[config.mk]
export PLATFORM = sky130hd
export DESIGN_NAME = opnd_mode_decoder
export DESIGN_NICKNAME = d
export VERILOG_FILES = /design/src/rtl/opnd_dec_pkg.sv /design/src/rtl/opnd_field_dec.sv /design/src/rtl/opnd_out_stage.sv /design/src/rtl/opnd_mode_decoder.sv
export SDC_FILE = /design/constraint.sdc
export NUM_CORES = 1
export LEC_CHECK = 0
export CORE_ASPECT_RATIO = 1.25
export CORE_UTILIZATION = 51
export CTS_BUF_LIST = sky130_fd_sc_hd__clkbuf_4
export CTS_CLUSTER_DIAMETER = 30
export DETAILED_ROUTE_END_ITERATION = 7
export GPL_TIMING_DRIVEN = 0
export PLACE_DENSITY_LB_ADDON = 0.08
export SYNTH_ARGS = -nofsm -noshare
export SYNTH_HDL_FRONTEND = slang
export SYNTH_SLANG_ARGS = --single-unit
[constraint.sdc]
create_clock -name clk -period 6.19 [get_ports clk]
set_input_delay 1.238 -clock clk [delete_from_list [all_inputs] [get_ports clk]]
set_output_delay 1.238 -clock clk [all_outputs]
set_load 0.01 [all_outputs]
[src/rtl/opnd_dec_pkg.sv]
package opnd_dec_pkg;
   localparam int MODE_W = 6;
   localparam int SEL_W  = 4;
   localparam int KIND_W = 2;

   typedef enum logic [KIND_W-1:0] {
      TK_NONE = 2'd0,
      TK_REG  = 2'd1,
      TK_RAM  = 2'd2
   } tgt_kind_e;

   localparam logic [SEL_W-1:0] SEL_SP = 4'd8;
   localparam logic [SEL_W-1:0] SEL_PC = 4'd9;
   localparam logic [SEL_W-1:0] SEL_EX = 4'd10;

   localparam logic [MODE_W-1:0] M_STACK = 6'h18;
   localparam logic [MODE_W-1:0] M_PEEK  = 6'h19;
   localparam logic [MODE_W-1:0] M_PICK  = 6'h1a;
   localparam logic [MODE_W-1:0] M_SPREG = 6'h1b;
   localparam logic [MODE_W-1:0] M_PCREG = 6'h1c;
   localparam logic [MODE_W-1:0] M_EXREG = 6'h1d;
   localparam logic [MODE_W-1:0] M_IND   = 6'h1e;
   localparam logic [MODE_W-1:0] M_IMM   = 6'h1f;
endpackage

[src/rtl/opnd_field_dec.sv]
module opnd_field_dec
   import opnd_dec_pkg::*;
#(
   parameter int WORD_W  = 16,
   parameter int NUM_GPR = 8
) (
   input  logic                      is_src,
   input  logic [MODE_W-1:0]         mode,
   input  logic [NUM_GPR*WORD_W-1:0] gpr_flat,
   input  logic [WORD_W-1:0]         sp_eff,
   input  logic [WORD_W-1:0]         ext_word,
   output logic [KIND_W-1:0]         kind,
   output logic [SEL_W-1:0]          sel,
   output logic [WORD_W-1:0]         addr,
   output logic [WORD_W-1:0]         lit,
   output logic                      uses_ext,
   output logic [1:0]                sp_step
);
   localparam logic [WORD_W-1:0] ONE_W = {{(WORD_W-1){1'b0}}, 1'b1};
   localparam int IDX_W = $clog2(NUM_GPR);

   logic [IDX_W-1:0]  gidx;
   logic [WORD_W-1:0] gval;
   logic [WORD_W-1:0] short_lit;

   assign gidx      = mode[IDX_W-1:0];
   assign gval      = gpr_flat[gidx*WORD_W +: WORD_W];
   assign short_lit = {{(WORD_W-5){1'b0}}, mode[4:0]} - ONE_W;

   always_comb begin
      kind     = TK_NONE;
      sel      = '0;
      addr     = '0;
      lit      = '0;
      uses_ext = 1'b0;
      sp_step  = 2'b00;
      if (mode[5]) begin
         lit = short_lit;
      end else if (mode[4:3] == 2'b00) begin
         kind = TK_REG;
         sel  = {{(SEL_W-IDX_W){1'b0}}, gidx};
      end else if (mode[4:3] == 2'b01) begin
         kind = TK_RAM;
         addr = gval;
      end else if (mode[4:3] == 2'b10) begin
         kind     = TK_RAM;
         addr     = ext_word + gval;
         uses_ext = 1'b1;
      end else begin
         unique case (mode)
            M_STACK: begin
               kind = TK_RAM;
               if (is_src) begin
                  addr    = sp_eff;
                  sp_step = 2'b01;
               end else begin
                  addr    = sp_eff - ONE_W;
                  sp_step = 2'b11;
               end
            end
            M_PEEK: begin
               kind = TK_RAM;
               addr = sp_eff;
            end
            M_PICK: begin
               kind     = TK_RAM;
               addr     = sp_eff + ext_word;
               uses_ext = 1'b1;
            end
            M_SPREG: begin
               kind = TK_REG;
               sel  = SEL_SP;
            end
            M_PCREG: begin
               kind = TK_REG;
               sel  = SEL_PC;
            end
            M_EXREG: begin
               kind = TK_REG;
               sel  = SEL_EX;
            end
            M_IND: begin
               kind     = TK_RAM;
               addr     = ext_word;
               uses_ext = 1'b1;
            end
            default: begin
               lit      = ext_word;
               uses_ext = 1'b1;
            end
         endcase
      end
   end
endmodule

[src/rtl/opnd_out_stage.sv]
module opnd_out_stage #(
   parameter int DATA_W     = 8,
   parameter bit REGISTERED = 1'b1
) (
   input  logic              clk,
   input  logic              rst_n,
   input  logic              in_valid,
   input  logic [DATA_W-1:0] in_data,
   output logic              out_valid,
   output logic [DATA_W-1:0] out_data
);
   generate
      if (REGISTERED) begin : g_reg
         logic              v_q;
         logic [DATA_W-1:0] d_q;
         always_ff @(posedge clk) begin
            if (!rst_n) begin
               v_q <= 1'b0;
               d_q <= '0;
            end else begin
               v_q <= in_valid;
               if (in_valid) d_q <= in_data;
            end
         end
         assign out_valid = v_q;
         assign out_data  = d_q;
      end else begin : g_comb
         assign out_valid = in_valid;
         assign out_data  = in_data;
      end
   endgenerate
endmodule

[src/rtl/opnd_mode_decoder.sv]
module opnd_mode_decoder
   import opnd_dec_pkg::*;
#(
   parameter int WORD_W  = 16,
   parameter int NUM_GPR = 8,
   parameter bit OUT_REG = 1'b1
) (
   input  logic                      clk,
   input  logic                      rst_n,
   input  logic                      in_valid,
   input  logic [5:0]                src_mode,
   input  logic [5:0]                dst_mode,
   input  logic [NUM_GPR*WORD_W-1:0] gpr_flat,
   input  logic [WORD_W-1:0]         sp_in,
   input  logic [WORD_W-1:0]         pc_in,
   input  logic [WORD_W-1:0]         src_ext,
   input  logic [WORD_W-1:0]         dst_ext,
   output logic                      out_valid,
   output logic [1:0]                src_kind,
   output logic [3:0]                src_sel,
   output logic [WORD_W-1:0]         src_addr,
   output logic [WORD_W-1:0]         src_lit,
   output logic [1:0]                dst_kind,
   output logic [3:0]                dst_sel,
   output logic [WORD_W-1:0]         dst_addr,
   output logic [WORD_W-1:0]         dst_lit,
   output logic [1:0]                pc_adv,
   output logic [1:0]                sp_delta,
   output logic [1:0]                extra_cyc,
   output logic [WORD_W-1:0]         pc_next,
   output logic [WORD_W-1:0]         sp_next
);
   localparam int SIDE_W = KIND_W + SEL_W + 2*WORD_W;
   localparam int DATA_W = 2*SIDE_W + 6 + 2*WORD_W;

   generate
      if (NUM_GPR != 8) begin : g_bad_gpr
         $error("NUM_GPR must be 8: mode codes pick registers with three bits");
      end
      if (WORD_W < 8) begin : g_bad_word
         $error("WORD_W must hold the short literal range");
      end
   endgenerate

   // Per-operand decode results, index 0 = source, 1 = destination
   logic [KIND_W-1:0] kind_v   [2];
   logic [SEL_W-1:0]  sel_v    [2];
   logic [WORD_W-1:0] addr_v   [2];
   logic [WORD_W-1:0] lit_v    [2];
   logic              ext_v    [2];
   logic [1:0]        step_v   [2];
   logic [WORD_W-1:0] sp_seen  [2];
   logic [MODE_W-1:0] mode_v   [2];
   logic [WORD_W-1:0] word_v   [2];

   assign mode_v[0]  = src_mode;
   assign mode_v[1]  = dst_mode;
   assign word_v[0]  = src_ext;
   assign word_v[1]  = dst_ext;
   assign sp_seen[0] = sp_in;
   assign sp_seen[1] = sp_in + {{(WORD_W-2){step_v[0][1]}}, step_v[0]};

   generate
      for (genvar k = 0; k < 2; k++) begin : g_side
         opnd_field_dec #(
            .WORD_W  (WORD_W),
            .NUM_GPR (NUM_GPR)
         ) u_dec (
            .is_src   (k == 0),
            .mode     (mode_v[k]),
            .gpr_flat (gpr_flat),
            .sp_eff   (sp_seen[k]),
            .ext_word (word_v[k]),
            .kind     (kind_v[k]),
            .sel      (sel_v[k]),
            .addr     (addr_v[k]),
            .lit      (lit_v[k]),
            .uses_ext (ext_v[k]),
            .sp_step  (step_v[k])
         );
      end
   endgenerate

   logic [1:0]        adv_c;
   logic [1:0]        cyc_c;
   logic [1:0]        dsp_c;
   logic [WORD_W-1:0] pcn_c;
   logic [WORD_W-1:0] spn_c;

   assign adv_c = {1'b0, ext_v[0]} + {1'b0, ext_v[1]};
   // Each extension fetch costs a memory cycle; counted from the fetch flags
   assign cyc_c = {1'b0, ext_v[0] & (mode_v[0][4:3] != 2'b00 || mode_v[0][5] == 1'b0)}
                + {1'b0, ext_v[1] & (mode_v[1][4:3] != 2'b00 || mode_v[1][5] == 1'b0)};
   assign dsp_c = step_v[0] + step_v[1];
   assign pcn_c = pc_in + {{(WORD_W-2){1'b0}}, adv_c};
   assign spn_c = sp_in + {{(WORD_W-2){dsp_c[1]}}, dsp_c};

   logic [DATA_W-1:0] pack_in;
   logic [DATA_W-1:0] pack_out;

   assign pack_in = {kind_v[0], sel_v[0], addr_v[0], lit_v[0],
                     kind_v[1], sel_v[1], addr_v[1], lit_v[1],
                     adv_c, dsp_c, cyc_c, pcn_c, spn_c};

   opnd_out_stage #(
      .DATA_W     (DATA_W),
      .REGISTERED (OUT_REG)
   ) u_out (
      .clk       (clk),
      .rst_n     (rst_n),
      .in_valid  (in_valid),
      .in_data   (pack_in),
      .out_valid (out_valid),
      .out_data  (pack_out)
   );

   assign {src_kind, src_sel, src_addr, src_lit,
           dst_kind, dst_sel, dst_addr, dst_lit,
           pc_adv, sp_delta, extra_cyc, pc_next, sp_next} = pack_out;
endmodule

* After elaboration in Yosys (flattened, before gate mapping)
Cells that the tools add are included.
** Word-level totals
- Output and inout port bits :: 115
- Input port bits :: 207
- Memory bits (read-only) :: 0
- RAM bits :: 0
- Latch bits :: 0
- Register bits :: 115
- Memories kept :: 0
- Logic and storage cells :: 114
** Operators by class
- Div/mod/pow operators :: 0
- Equality and inequality tests :: 18
- Add/sub/neg operators :: 13
- Magnitude comparators :: 0
- Bitwise gates (word level) :: 4
- $mul :: 0
- Shifts and indexed selects :: 2
- Reductions and logical operators :: 15
- Muxes and demuxes :: 60
** Operators with widths (number)
- two-way mux 16 bit :: 18
- indexed part select 128 x 8 -> 16 bit :: 2
- adder 16 bit :: 6
- equality test 6 x 5 -> 1 bit, second input constant :: 14
- one-hot mux 16 bit (4 select lines) :: 1
- one-hot mux 16 bit (3 select lines) :: 1
- two-way mux 2 bit :: 17
- two-way mux 4 bit :: 8
- one-hot mux 4 bit (3 select lines) :: 2
- adder 16 x 2 -> 16 bit :: 1
- subtractor 16 x 1 -> 16 bit, second input constant :: 1
- OR reduction 7 bit :: 2
- subtractor 5 x 1 -> 6 bit, second input constant :: 2
- two-way mux 1 bit :: 11
- OR reduction 5 bit :: 2
- one-hot mux 2 bit (2 select lines) :: 2
- OR reduction 4 bit :: 2
- OR reduction 3 bit :: 2
- adder 1 x 1 -> 2 bit :: 2
- equality test 2 x 1 -> 1 bit, second input constant :: 2
- equality test 2 bit, second input constant :: 2
- logical NOT 2 bit :: 2
- nonzero test 2 bit :: 2
- adder 2 bit :: 1
- 4 further kinds :: 7

* Logic depth before layout (Yosys ltp)
- Word-level depth :: 13
- Mapped depth :: 21
- Depth with buffers taken out :: 17

* Hierarchy
A second synthesis with hierarchy kept.
** Unflattened totals
- Cells, all modules :: 1529
- Area, all modules :: 13450.4 um^2
** Modules (own cells, without submodules)
- opnd_out_stage :: cells an instance 369, sequential area each 2302.2 um^2, area an instance 4352.9 um^2, instances 1
- opnd_field_dec at g_side[1].u_dec :: cells an instance 472, sequential area each 0.0 um^2, area an instance 3693.5 um^2, instances 1
- opnd_field_dec at g_side[0].u_dec :: cells an instance 451, sequential area each 0.0 um^2, area an instance 3621.0 um^2, instances 1
- opnd_mode_decoder :: cells an instance 237, sequential area each 0.0 um^2, area an instance 1783.0 um^2, instances 1

* Worst setup path after synthesis
Ideal clock, no wire load.
- Path kind :: input-to-reg
- From :: in dst_mode[1]
- To :: reg u_out.g_reg.d_q[14], in the netlist u_out.out_data[14]
- Stages on the path :: 19
- Arrival :: 5.116 ns
- Buffers on the path :: 4
- Setup slack :: 0.949 ns
- Library setup time :: 0.124 ns
- Data required time :: 6.066 ns
- Path through :: buf_2 > buf_1 > buf_1 > inv_1 > ha_1 > clkbuf_1 > and2_1 > ha_1 > inv_1 > ha_1 > fa_1 > a21o_1 > a21oi_1 > o21bai_1 > a31o_2 > a2111oi_0 > o31ai_1 > xnor2_1 > o21ai_0
** On the way
- Longest elaborated chain between the ends :: 8
** RTL lines
- start, declared :: RTL line opnd_mode_decoder.sv:12 : input logic [5:0] dst_mode,
- equality test 6 x 5 -> 1 bit :: RTL line opnd_field_dec.sv:50 : unique case (mode)
- two-way mux 2 bit :: RTL line opnd_field_dec.sv:50
- two-way mux 2 bit :: RTL line opnd_field_dec.sv:45 : end else if (mode[4:3] == 2'b10) begin
- two-way mux 2 bit :: RTL line opnd_field_dec.sv:42 : end else if (mode[4:3] == 2'b01) begin
- two-way mux 2 bit :: RTL line opnd_field_dec.sv:39 : end else if (mode[4:3] == 2'b00) begin
- two-way mux 2 bit :: RTL line opnd_field_dec.sv:37 : if (mode[5]) begin
- adder 2 bit :: RTL line opnd_mode_decoder.sv:94 : assign dsp_c = step_v[0] + step_v[1];
- net dsp_c[0] :: RTL line opnd_mode_decoder.sv:86 : logic [1:0] dsp_c;
- adder 16 bit :: RTL line opnd_mode_decoder.sv:96 : assign spn_c = sp_in + {{(WORD_W-2){dsp_c[1]}}, dsp_c};
- end signal, assigned :: RTL line opnd_out_stage.sv:22 : if (in_valid) d_q <= in_data;
- end, declared :: RTL line opnd_out_stage.sv:15 : logic [DATA_W-1:0] d_q;
The timed path passes the listed nets, and every way through them passes these cells.
A chain may end at the register's enable or synchronous reset.

* Worst setup path in the final report
- From :: in src_mode[0]
- To :: reg u_out.g_reg.d_q[69], in the netlist u_out.out_data[69]
** On the way
- Longest elaborated chain between the ends :: 13
- Elaborated cells between the ends (all ways) :: 14
- Classes of those cells :: 3 x add/sub; 1 x eq/ne; 10 x mux
** RTL lines
- start, declared :: RTL line opnd_mode_decoder.sv:11 : input logic [5:0] src_mode,
- equality test 6 x 5 -> 1 bit (*) :: RTL line opnd_field_dec.sv:50
- two-way mux 1 bit (*) :: RTL line opnd_field_dec.sv:50
- two-way mux 2 bit (*) :: RTL line opnd_field_dec.sv:45
- two-way mux 2 bit (*) :: RTL line opnd_field_dec.sv:42
- two-way mux 2 bit (*) :: RTL line opnd_field_dec.sv:39
- two-way mux 2 bit (*) :: RTL line opnd_field_dec.sv:37
- adder 16 bit (*) :: RTL line opnd_mode_decoder.sv:61 : assign sp_seen[1] = sp_in + {{(WORD_W-2){step_v[0][1]}}, step_v[0]};
- adder 16 bit or subtractor 16 x 1 -> 16 bit (tied branches) :: RTL line opnd_field_dec.sv:67, opnd_field_dec.sv:57
- one-hot mux 16 bit (4 select lines) (*) :: RTL line opnd_field_dec.sv:50
- two-way mux 16 bit (*) :: RTL line opnd_field_dec.sv:45
- two-way mux 16 bit (*) :: RTL line opnd_field_dec.sv:42
- two-way mux 16 bit (*) :: RTL line opnd_field_dec.sv:39
- two-way mux 16 bit (*) :: RTL line opnd_field_dec.sv:37
Mark *: on every way between the ends. The rest lies on a longest branch, timed or not.

==> metrics.txt <==
Die H=169.3 microns; Synth Register Bits=115; vias=12,540; NetSw=962.5 uW; Tightest Hold Check Type=flip-flop to flip-flop; first-pass GRT wire length=70,210 microns; Clock Pin Slew Worst Setup and Hold Paths=160 ps; average cell area after synthesis=8.765 sq um; Seq/Total Area, Yosys=20.16%; total global-route track usage=41.07%; initial core utilization=52.46%; crit path kind=primary input to flip-flop; CP endpoint kind=flip-flop; Tot Pwr=2.432 mW; Post-Place Cells=1,898; CTS H-tree lvls=4; CTS Buf Count=17; CP cell instances=clkdlybuf4s50_1, buf_4, buf_4, buf_2, inv_1, ha_1, and2_1, ha_1, ha_1, nand3_1, nor2_1, xor2_1, ha_1, a21o_1, a21oi_1, o211ai_1, and3_1, a31oi_1, xnor2_1, o221ai_1, a32o_1; Worst EP required=6720 ps; Final ANT Viol Nets=0; I/O pin count=322; Pint=1.470 mW; Worst Path Arrival=6360 ps; Max stage delay on crit path=540 ps; CP startpoint kind=primary input; Synth area leaders=dfxtp_1 20%, ha_1 10%, mux4_2 9.9%; Die X-Extent=135.8 microns; DRT Pass-1 Iters=8; vias per cell=6.496; 1st-iter DRT viols=1,290; power share of the combinational group=44.6%; Synth area leader=dfxtp_1; DRC Markers=0; Sink Count=115; CTS tree=yes; pin count of the biggest net entering global routing=18; fin nets=1,940; Layout Skew=0 ps; fill cell total of the finished layout=1,793; outcome=complete, no violations; f_max=171.3 MHz; Leak=5.769 nW; antenna violations before repair=2; Worst-Skew Late Latency=590 ps; Worst path top cell family by delay=buffers and inverters; Clock Power Share=22.4%; Buf/Inv on CP=5; most frequent cell after synthesis=dfxtp_1; RSZ-0062 raised after global routing=false; area of the die=23,000 sq um; CP dominant cell by count=ha_1; Core Util, Final=69.73%; final hold viol count=0; share of cells above drive strength 1=9.824%; Rows=60; number of global-route vias before repair=12,070; Non-Filler Instances=1,930; Remaining Overflow, GRT=0; IO Port Bufs=316; synthesized netlist cell count=1,303; switch share=39.58%; final setup vio count=0; Crit-path slowest cell=clkdlybuf4s50_1; worst slew pin tran=916.3 ps; number of synthesized flops with an enable pin=0; multi-input logic area=8661 sq um; Slew headroom=38.91%; WL/cell=24.41 microns; Root Buffer=clkbuf_4; Final Slew Violations=0; Worst Path Max Fanout=10; Netlist Area Pre-Place=11,420 sq um; minimum clock period=5837 ps; Synth top area share=20.16%; Max-cap violations=0; Synth-to-Final Area Change=32.92%; Post-synth ARST share=0%; Synth Flop Type=dfxtp_1; power share of the sequential group=33.0%; top post-synthesis cells by count=115 x dfxtp_1, 105 x a21oi_1, 100 x nand2_1, 91 x ha_1, 89 x o21ai_0; final worst path period share=94.29%; worst hold margin=468.5 ps; RePlAce Congestion=0.9809; Register Area=2302 sq um; maximum vdd drop=114.9 uV; Synth Warn #=0; cell area power density=160.2 nW/um^2; CTS max path bufs=2; syn_nets=1,607; core area=21,770 sq um; wirelength, routed=47,110 microns; library cells used by synthesis=73; CTS Hold Bufs=0; Detailed Place HPWL=38,000 microns
==> worst reg2reg max path: cells and delay by family (launching register included) <==
family             cells  cell delay [ps]
AOI/OAI and AO/OA      2              250
DFF                    1              350
and+or+nand+nor        2              740
==> worst paths after layout <==
check                     startpoint            endpoint  slack, ps  depth (start not counted)
setup / recovery         src_mode[0]  u_out.out_data[69]        350                         21
hold / removal    u_out.out_data[99]  u_out.out_data[99]        470                          2
setup reg to reg  u_out.out_data[63]  u_out.out_data[63]       4780                          4
hold reg to reg   u_out.out_data[99]  u_out.out_data[99]        470                          2
==> registers in the layout, summed over array words and instances (netlist names) <==
name / cells
u_out.out_data: 114
u_out.out_valid: 1
==> final cells by class <==
type / count / share of cell area (%)
clock inverter: 15 / 0.7912
timing repair buffer: 316 / 20.84
tap: 279 / 2.300
antenna: 2 / 0.03297
buffer: 74 / 2.192
inverter: 32 / 0.7912
sequential: 115 / 15.17
clock buffer: 17 / 0.8407
multi-input combinational: 1080 / 57.05
==> power groups by stage <==
stage | clock, mW | sequential, mW | combinational [mW]
after detailed placement | 0 | 0.817 | 1.06
final | 0.544 | 0.802 | 1.09
after CTS | 0.546 | 0.801 | 1.07
after global placement | 0 | 0.816 | 1.05
after floorplan | 0 | 0.832 | 0.599
after global routing | 0.572 | 0.806 | 1.16
==> cells by family (layout without fill, tap and decap cells) <==
family	Yosys count	in the layout	synth area share, %
buffers and inverters	108	454	4.021
and+or+nand+nor	382	382	16.83
AOI/OAI and AO/OA	399	399	23.49
other	0	2	0
xor gates and xnor gates	93	93	7.132
muxes	109	109	17.35
DFF	115	115	20.16
adders and majority gates	97	97	11.02
==> per-stage QoR <==
stage	setup slack, ps	TNS, ps	instance area (sq um)
2_1_floorplan	949.3	0	11420
3_3_place_gp	-578.5	-4927	14930
3_5_place_dp	-577.9	-5248	14930
4_1_cts	55.86	0	15180
5_1_grt	46.76	0	15180
6_report	353.3	0	15180
==> cells in the final DEF (no fill, tap or decap), types with 9 or more instances in the layout <==
cell / count
buf_2: 15
a221oi_1: 24
a221o_1: 9
mux2i_1: 15
and2_1: 17
ha_1: 91
o211ai_1: 12
nand2_1: 100
clkdlybuf4s50_1: 316
xor2_1: 36
and3_1: 15
o21a_1: 11
dfxtp_1: 115
xnor2_1: 57
inv_1: 31
nor2b_1: 49
mux4_1: 14
nor2_1: 82
or2_2: 19
clkbuf_1: 48
o211a_1: 12
a22oi_1: 16
mux2_2: 30
o21ai_0: 89
nor3_1: 24
nand3_1: 19
a211oi_1: 21
nand4_1: 11
nor3b_1: 13
a21o_1: 18
a21oi_1: 105
mux4_2: 50
nand2b_1: 14
clkbuf_4: 17
==> timing repair <==
| action | 4_1_cts | 5_1_grt |
|---|---|---|
| setup endpoints to repair | 0 | 11 |
| setup buffers | 0 | 0 |
| gates resized for setup | 0 | 2 |
==> routing by layer <==
layer,vias up,part of all wire (%),global-route usage [%]
met5,-,0,0
met4,0,6.6,25.55
met3,163,9.6,8.005
met2,754,47,68.28
met1,5989,37,48.26
li1,5632,-,-
Note: power is estimated with default switching activity, not from simulation.
